`config.mk`:
```
export PLATFORM = sky130hd
export DESIGN_NAME = vcm_reasm_merge
export DESIGN_NICKNAME = d
export VERILOG_FILES = /design/src/rtl/vcm_pkg.sv /design/src/rtl/vcm_free_pick.sv /design/src/rtl/vcm_xlate.sv /design/src/rtl/vcm_reasm_merge.sv
export SDC_FILE = /design/constraint.sdc
export NUM_CORES = 2
export LEC_CHECK = 0
export ABC_AREA = 1
export BUFFER_PORTS_ARGS = -buffer_cell sky130_fd_sc_hd__clkbuf_2
export CAP_MARGIN = 15
export CORE_MARGIN = 2
export CORE_UTILIZATION = 30
export CTS_BUF_LIST = sky130_fd_sc_hd__clkbuf_8 sky130_fd_sc_hd__clkbuf_16
export DETAILED_ROUTE_END_ITERATION = 12
export PLACE_DENSITY = 0.43
export RECOVER_POWER = 50
export SYNTH_ARGS = -nofsm -noshare
export SYNTH_HDL_FRONTEND = slang
export SYNTH_SLANG_ARGS = --single-unit
```
`constraint.sdc`:
```
create_clock -name clk -period 16.3 [get_ports clk]
set_input_delay 4.89 -clock clk [delete_from_list [all_inputs] [get_ports clk]]
set_output_delay 4.89 -clock clk [all_outputs]
set_load 0.02 [all_outputs]
```
`src/rtl/vcm_pkg.sv`:
```
package vcm_pkg;
    localparam int PT_W       = 3;
    localparam int PT_END_BIT = 0;

    function automatic logic is_last(input logic [PT_W-1:0] pt);
        return pt[PT_END_BIT];
    endfunction
endpackage

```
`src/rtl/vcm_free_pick.sv`:
```
module vcm_free_pick #(
    parameter int DEPTH = 16,
    parameter int AW    = $clog2(DEPTH)
) (
    input  logic [DEPTH-1:0] used,
    output logic             any_free,
    output logic [AW-1:0]    idx
);
    // lowest-numbered free slot
    always_comb begin
        any_free = 1'b0;
        idx      = '0;
        for (int i = DEPTH - 1; i >= 0; i--) begin
            if (!used[i]) begin
                any_free = 1'b1;
                idx      = AW'(i);
            end
        end
    end
endmodule

```
`src/rtl/vcm_xlate.sv`:
```
module vcm_xlate #(
    parameter int QW    = 3,
    parameter int VCI_W = 16,
    parameter int NQ    = 1 << QW
) (
    input  logic             clk,
    input  logic             rst_n,
    input  logic             we,
    input  logic [QW-1:0]    waddr,
    input  logic [VCI_W-1:0] wvci,
    input  logic             wok,
    input  logic [QW-1:0]    raddr,
    output logic [VCI_W-1:0] rvci,
    output logic             rok
);
    logic [VCI_W-1:0] vci_d [NQ];
    logic [VCI_W-1:0] vci_q [NQ];
    logic [NQ-1:0]    ok_d, ok_q;

    always_comb begin
        vci_d = vci_q;
        ok_d  = ok_q;
        if (we) begin
            vci_d[waddr] = wvci;
            ok_d[waddr]  = wok;
        end
    end

    always_ff @(posedge clk) begin
        if (!rst_n) begin
            ok_q  <= '0;
            vci_q <= '{default: '0};
        end else begin
            ok_q  <= ok_d;
            vci_q <= vci_d;
        end
    end

    assign rvci = vci_q[raddr];
    assign rok  = ok_q[raddr];
endmodule

```
`src/rtl/vcm_reasm_merge.sv`:
```
module vcm_reasm_merge #(
    parameter int PORT_W = 1,
    parameter int LVC_W  = 2,
    parameter int DEPTH  = 16,
    parameter int PAY_W  = 32,
    parameter int VCI_W  = 16,
    parameter int DROP_W = 16
) (
    input  logic                          clk,
    input  logic                          rst_n,
    input  logic                          in_valid,
    input  logic [PORT_W-1:0]             in_port,
    input  logic [LVC_W-1:0]              in_vc,
    input  logic [vcm_pkg::PT_W-1:0]      in_pt,
    input  logic [PAY_W-1:0]              in_payload,
    input  logic                          out_ready,
    output logic                          out_valid,
    output logic [VCI_W-1:0]              out_vci,
    output logic [vcm_pkg::PT_W-1:0]      out_pt,
    output logic [PAY_W-1:0]              out_payload,
    input  logic                          tbl_we,
    input  logic [PORT_W+LVC_W-1:0]       tbl_addr,
    input  logic [VCI_W-1:0]              tbl_vci,
    input  logic                          tbl_ok,
    output logic [DROP_W-1:0]             drop_cnt
);
    localparam int QW   = PORT_W + LVC_W;
    localparam int NQ   = 1 << QW;
    localparam int AW   = $clog2(DEPTH);
    localparam int CW   = AW + 1;
    localparam int PT_W = vcm_pkg::PT_W;

    typedef struct {
        logic [DEPTH-1:0]  used;          // slot holds a cell
        logic [DEPTH-1:0]  inq;           // slot is linked in the output queue
        logic [QW-1:0]     own  [DEPTH];
        logic [AW-1:0]     nxt  [DEPTH];
        logic [PAY_W-1:0]  pay  [DEPTH];
        logic [PT_W-1:0]   pt   [DEPTH];
        logic [VCI_W-1:0]  vci  [DEPTH];
        logic [AW-1:0]     qh   [NQ];
        logic [AW-1:0]     qt   [NQ];
        logic [CW-1:0]     qc   [NQ];
        logic [NQ-1:0]     disc;          // discarding rest of a dropped packet
        logic [AW-1:0]     oh, ot;
        logic [CW-1:0]     oc;
        logic [DROP_W-1:0] drops;
    } st_t;

    st_t s_d, s_q;

    logic [QW-1:0]    qi;
    logic             last, pop, any_free, t_ok;
    logic [AW-1:0]    fidx, hd;
    logic [CW-1:0]    add;
    logic [VCI_W-1:0] t_vci;

    assign qi = {in_port, in_vc};

    vcm_free_pick #(.DEPTH(DEPTH), .AW(AW)) i_pick (
        .used(s_q.used), .any_free(any_free), .idx(fidx)
    );

    vcm_xlate #(.QW(QW), .VCI_W(VCI_W), .NQ(NQ)) i_xlate (
        .clk(clk), .rst_n(rst_n), .we(tbl_we), .waddr(tbl_addr),
        .wvci(tbl_vci), .wok(tbl_ok), .raddr(qi), .rvci(t_vci), .rok(t_ok)
    );

    assign out_valid   = (s_q.oc != '0);
    assign out_vci     = s_q.vci[s_q.oh];
    assign out_pt      = s_q.pt[s_q.oh];
    assign out_payload = s_q.pay[s_q.oh];
    assign drop_cnt    = s_q.drops;

    always_comb begin
        s_d  = s_q;
        pop  = out_valid && out_ready;
        last = vcm_pkg::is_last(in_pt);
        hd   = (s_q.qc[qi] != '0) ? s_q.qh[qi] : fidx;
        add  = '0;

        if (pop) begin
            s_d.used[s_q.oh] = 1'b0;
            s_d.inq[s_q.oh]  = 1'b0;
            s_d.oh           = s_q.nxt[s_q.oh];
        end

        if (in_valid && t_ok) begin
            if (s_q.disc[qi]) begin
                if (last) s_d.disc[qi] = 1'b0;
            end else if (!any_free) begin
                // abandon packet: release every held slot of this queue
                for (int i = 0; i < DEPTH; i++) begin
                    if (s_q.used[i] && !s_q.inq[i] && s_q.own[i] == qi)
                        s_d.used[i] = 1'b0;
                end
                s_d.qc[qi]   = '0;
                s_d.drops    = s_q.drops + DROP_W'(1);
                s_d.disc[qi] = !last;
            end else begin
                s_d.used[fidx] = 1'b1;
                s_d.own[fidx]  = qi;
                s_d.pay[fidx]  = in_payload;
                s_d.pt[fidx]   = in_pt;
                if (s_q.qc[qi] != '0) s_d.nxt[s_q.qt[qi]] = fidx;
                if (!last) begin
                    s_d.qh[qi] = hd;
                    s_d.qt[qi] = fidx;
                    s_d.qc[qi] = s_q.qc[qi] + CW'(1);
                end else begin
                    // splice whole chain onto the output queue, rewriting VCI
                    for (int i = 0; i < DEPTH; i++) begin
                        if (s_q.used[i] && !s_q.inq[i] && s_q.own[i] == qi) begin
                            s_d.inq[i] = 1'b1;
                            s_d.vci[i] = t_vci;
                        end
                    end
                    s_d.inq[fidx] = 1'b1;
                    s_d.vci[fidx] = t_vci;
                    s_d.qc[qi]    = '0;
                    add           = s_q.qc[qi] + CW'(1);
                    if (s_q.oc == CW'(pop)) s_d.oh = hd;
                    else                    s_d.nxt[s_q.ot] = hd;
                    s_d.ot = fidx;
                end
            end
        end

        s_d.oc = s_q.oc - CW'(pop) + add;
    end

    always_ff @(posedge clk) begin
        if (!rst_n) begin
            s_q.used  <= '0;
            s_q.inq   <= '0;
            s_q.qc    <= '{default: '0};
            s_q.disc  <= '0;
            s_q.oh    <= '0;
            s_q.ot    <= '0;
            s_q.oc    <= '0;
            s_q.drops <= '0;
        end else begin
            s_q <= s_d;
        end
    end

    // output count equals the slots linked as complete
    a_r2_only_complete_out: assert property (@(posedge clk) disable iff (!rst_n)
        int'(s_q.oc) == $countones(s_q.inq));

    // a valid output head is a slot of a completed packet
    a_r3_head_complete: assert property (@(posedge clk) disable iff (!rst_n)
        out_valid |-> s_q.inq[s_q.oh]);

    // stalled output holds its cell
    a_r6_hold_when_stalled: assert property (@(posedge clk) disable iff (!rst_n)
        out_valid && !out_ready |=> out_valid && $stable(out_payload)
                                   && $stable(out_vci) && $stable(out_pt));

    // at most one drop per cycle
    a_r8_drop_step: assert property (@(posedge clk) disable iff (!rst_n)
        drop_cnt == $past(drop_cnt) || drop_cnt == $past(drop_cnt) + DROP_W'(1));

    // every slot in the output queue is an occupied slot
    a_r11_queued_is_used: assert property (@(posedge clk) disable iff (!rst_n)
        (s_q.inq & ~s_q.used) == '0);
endmodule

```
==> out/qor.yml <==
status: "complete, but fails checks"
start_util_pct: 30.3
first_global_vias: 34400
fin_area_um2: 58600
holdWs_ps: 452
totalWireLength_um: 159000
postPlaceCellArea_um2: 54100
ys.flop_type: "edfxtp_1"
period_minus_slack_ps: 12400
critical_path_buf_inv_count: 7
post_cts_hold_buffer_count: 0
detail_route.iter0.violations: 3014
critical_path.cell_chain: "clkbuf_2 > clkbuf_1 > inv_1 > nand3_1 > o22ai_1 > nor2_1 > nand2_1 > nor2_8 > nand2_1 > nor2_4 > buf_4 > clkinv_1 > buf_4 > nor2_4 > buf_4"
max_clock_skew_ps: 37.7
cp_max_fo: 65
max_slew_margin_pct: -160
cp_max_stage_cell: "clkbuf_1"
syn_nets: 4576
drt-pass1-iter-count: 6
edff_count_synth: 992
fillCellCount: 16800
detailed_route_via_count: 35100
detail_route.vias_per_cell: 5.10
library_cell_with_the_highest_instance_count_after_synthesis: "edfxtp_1"
asyncSetResetFlopFracSynth_pct: 0
post_synth_inst_count: 4501
globalplace.congestion: 0.783
critical_path_class: "in2reg"
placement_rows: 151
fp.coreArea_um2: 170000
antenna_violating_nets_post_route: 0
die_y_um: 418
setup_viol: 0
setup_repair_after_global_routing_missed_its_margin: "no"
post_synthesis_sequential_area_ratio_pct: 67.5
overflow: 0
clock-root-buffer: "clkbuf_16"
finalSetupTns_ps: 0
ir_worst_vdd_mv: 0.121
worstSetupEndpointType: "flop"
dp_hpwl_um: 92400
clkSlewWorstSetupHoldPaths_ps: 60
insertion_delay_ps: 780
post-cts-setup-buffers: 0
slack_of_the_critical_path_ps: 3900
power.static_leakage_nw: 19.5
synthDominantAreaCellType: "edfxtp_1"
top_level_pins: 131
slew_violations: 405
clk_path_buf_depth: 3
timing.critical_path.mode_cell: "buf_4"
cap_viol_max_count: 10
syn_area_per_cell_um2: 11.4
critPathMaxStageDelay_ps: 1810
regArea_um2: 34700
fmax_ghz: 0.0806
crit_family: "buffers and inverters"
violations_in_the_final_reports: "capacitance limit, slew limit"
cts_inserted_buffers: 145
worstPathRequired_ps: 16710
grt_start_max_net_pins: 146
cts_sinks: 1237
grt_first_pass_wirelength_um: 235000
power-per-cell-area_nw_per_um2: 142
grt_use_total_pct: 18.0
antenna_found_initial: 7
nets: 4621
period_share_pct: 76.1
design.die.area_um2: 175000
worstPathArrival_ps: 12820
remaining_drc_errors: 0
syn-cell-area_um2: 51400
post_drt_wl_per_cell_um: 23.1
cts_resized: 0
ys_ff_latch: 1237
clock_h_tree_levels: 4
worst_hold_path_type: "reg2reg"
synth_top_area_share_pct: 58.0
startpoint_type: "input pin"
ys_warn_count: 0
layout-drive-gt1-share_pct: 9.00
timing_hold_violations_final: 0
multiInputGateArea_um2: 14300
area.growth.synth_to_final_pct: 14.1
pre_cts_ws_ps: 5110
yosys-top-cells-area: "edfxtp_1 (58%), dfxtp_1 (9.5%), a22oi_1 (6.9%)"
numPortBuffers: 130
tritoncts_clock_tree: "yes"
dieWidth_um: 418
final_util_pct: 34.5
yosys.cell_types.count: 64
tightest_slew_ps: 3900
yosys-top-cells-count: "edfxtp_1 (992), nor2_1 (687), a22oi_1 (469)"
-- kinds of logic (layout without fill, tap and decap cells) --
| kind of cell | after synthesis | in the layout | share of synthesized area [%] |
|---|---|---|---|
| adder cells (fa/ha/maj) | 12 | 12 | 0.307 |
| AND/OR/NAND/NOR | 1398 | 1398 | 11.9 |
| buffers and inverters | 604 | 761 | 4.87 |
| XOR/XNOR | 25 | 25 | 0.463 |
| flip-flops | 1237 | 1237 | 67.5 |
| AO/OA/AOI/OAI | 1225 | 1225 | 14.9 |
| other | 0 | 4 | 0 |
-- state kept, by name, summed over array words and instances (netlist names) --
register       count
i_xlate.vci_q    128
i_xlate.ok_q       8
s_q             1085
drop_cnt          16
-- final cells by class --
| class | instances | share of cell area [%] |
|---|---|---|
| Tap cell | 2218 | 4.74 |
| Antenna cell | 4 | 0.0171 |
| Sequential cell | 1237 | 59.2 |
| Clock inverter | 107 | 1.63 |
| Clock buffer | 152 | 6.38 |
| Timing Repair Buffer | 182 | 1.60 |
| Multi-Input combinational cell | 2660 | 24.3 |
| Inverter | 320 | 2.09 |
-- stage by stage --
stage,std cells,power (mW)
after global routing,6876,8.65
after CTS,6876,8.44
after floorplan,4501,4.50
after global placement,6617,5.24
final,6880,8.31
after detailed placement,6617,5.24
-- report_power, final --
group / switching (mW) / internal [mW] / total [mW]
registers: 0.0183 / 3.42 / 3.44
logic: 1.24 / 0.454 / 1.69
clock network: 1.36 / 1.82 / 3.18
total: 2.62 / 5.69 / 8.31
-- routing by layer --
metal | up-vias | share of wire [%] | track usage (%)
met5 | - | 0 | 0
met4 | 0 | 2.1 | 4.79
met3 | 225 | 4.9 | 2.98
met2 | 925 | 46 | 28.6
met1 | 17500 | 47 | 25.3
li1 | 16400 | - | -
-- worst min-delay path, delay by kind of cell (launching register included) --
kind / cells / cell delay (ps)
DFF: 1 / 290
buffers and inverters: 1 / 60
AOI/OAI and AO/OA: 1 / 50
-- cells in the final DEF, fill, tap and decap left out, types with 72 or more instances in the layout --
| master | n |
|---|---|
| clkbuf_2 | 73 |
| edfxtp_1 | 992 |
| nor2_1 | 671 |
| dfxtp_1 | 245 |
| inv_1 | 318 |
| a21oi_1 | 342 |
| nand2_1 | 438 |
| nand3_1 | 81 |
| clkbuf_1 | 72 |
| a22oi_1 | 469 |
| clkbuf_16 | 146 |
| o21ai_0 | 274 |
-- worst paths after layout --
check                    startpoint                 to  slack [ps]  depth (start not counted)
hold / removal    i_xlate.vci_q[94]  i_xlate.vci_q[94]         450                          2
setup / recovery            in_port           s_q[443]        3900                         15
hold reg to reg   i_xlate.vci_q[94]  i_xlate.vci_q[94]         450                          2
setup reg to reg          s_q[1085]           s_q[390]       11140                         12
Note: power is estimated with default switching activity, not from simulation.
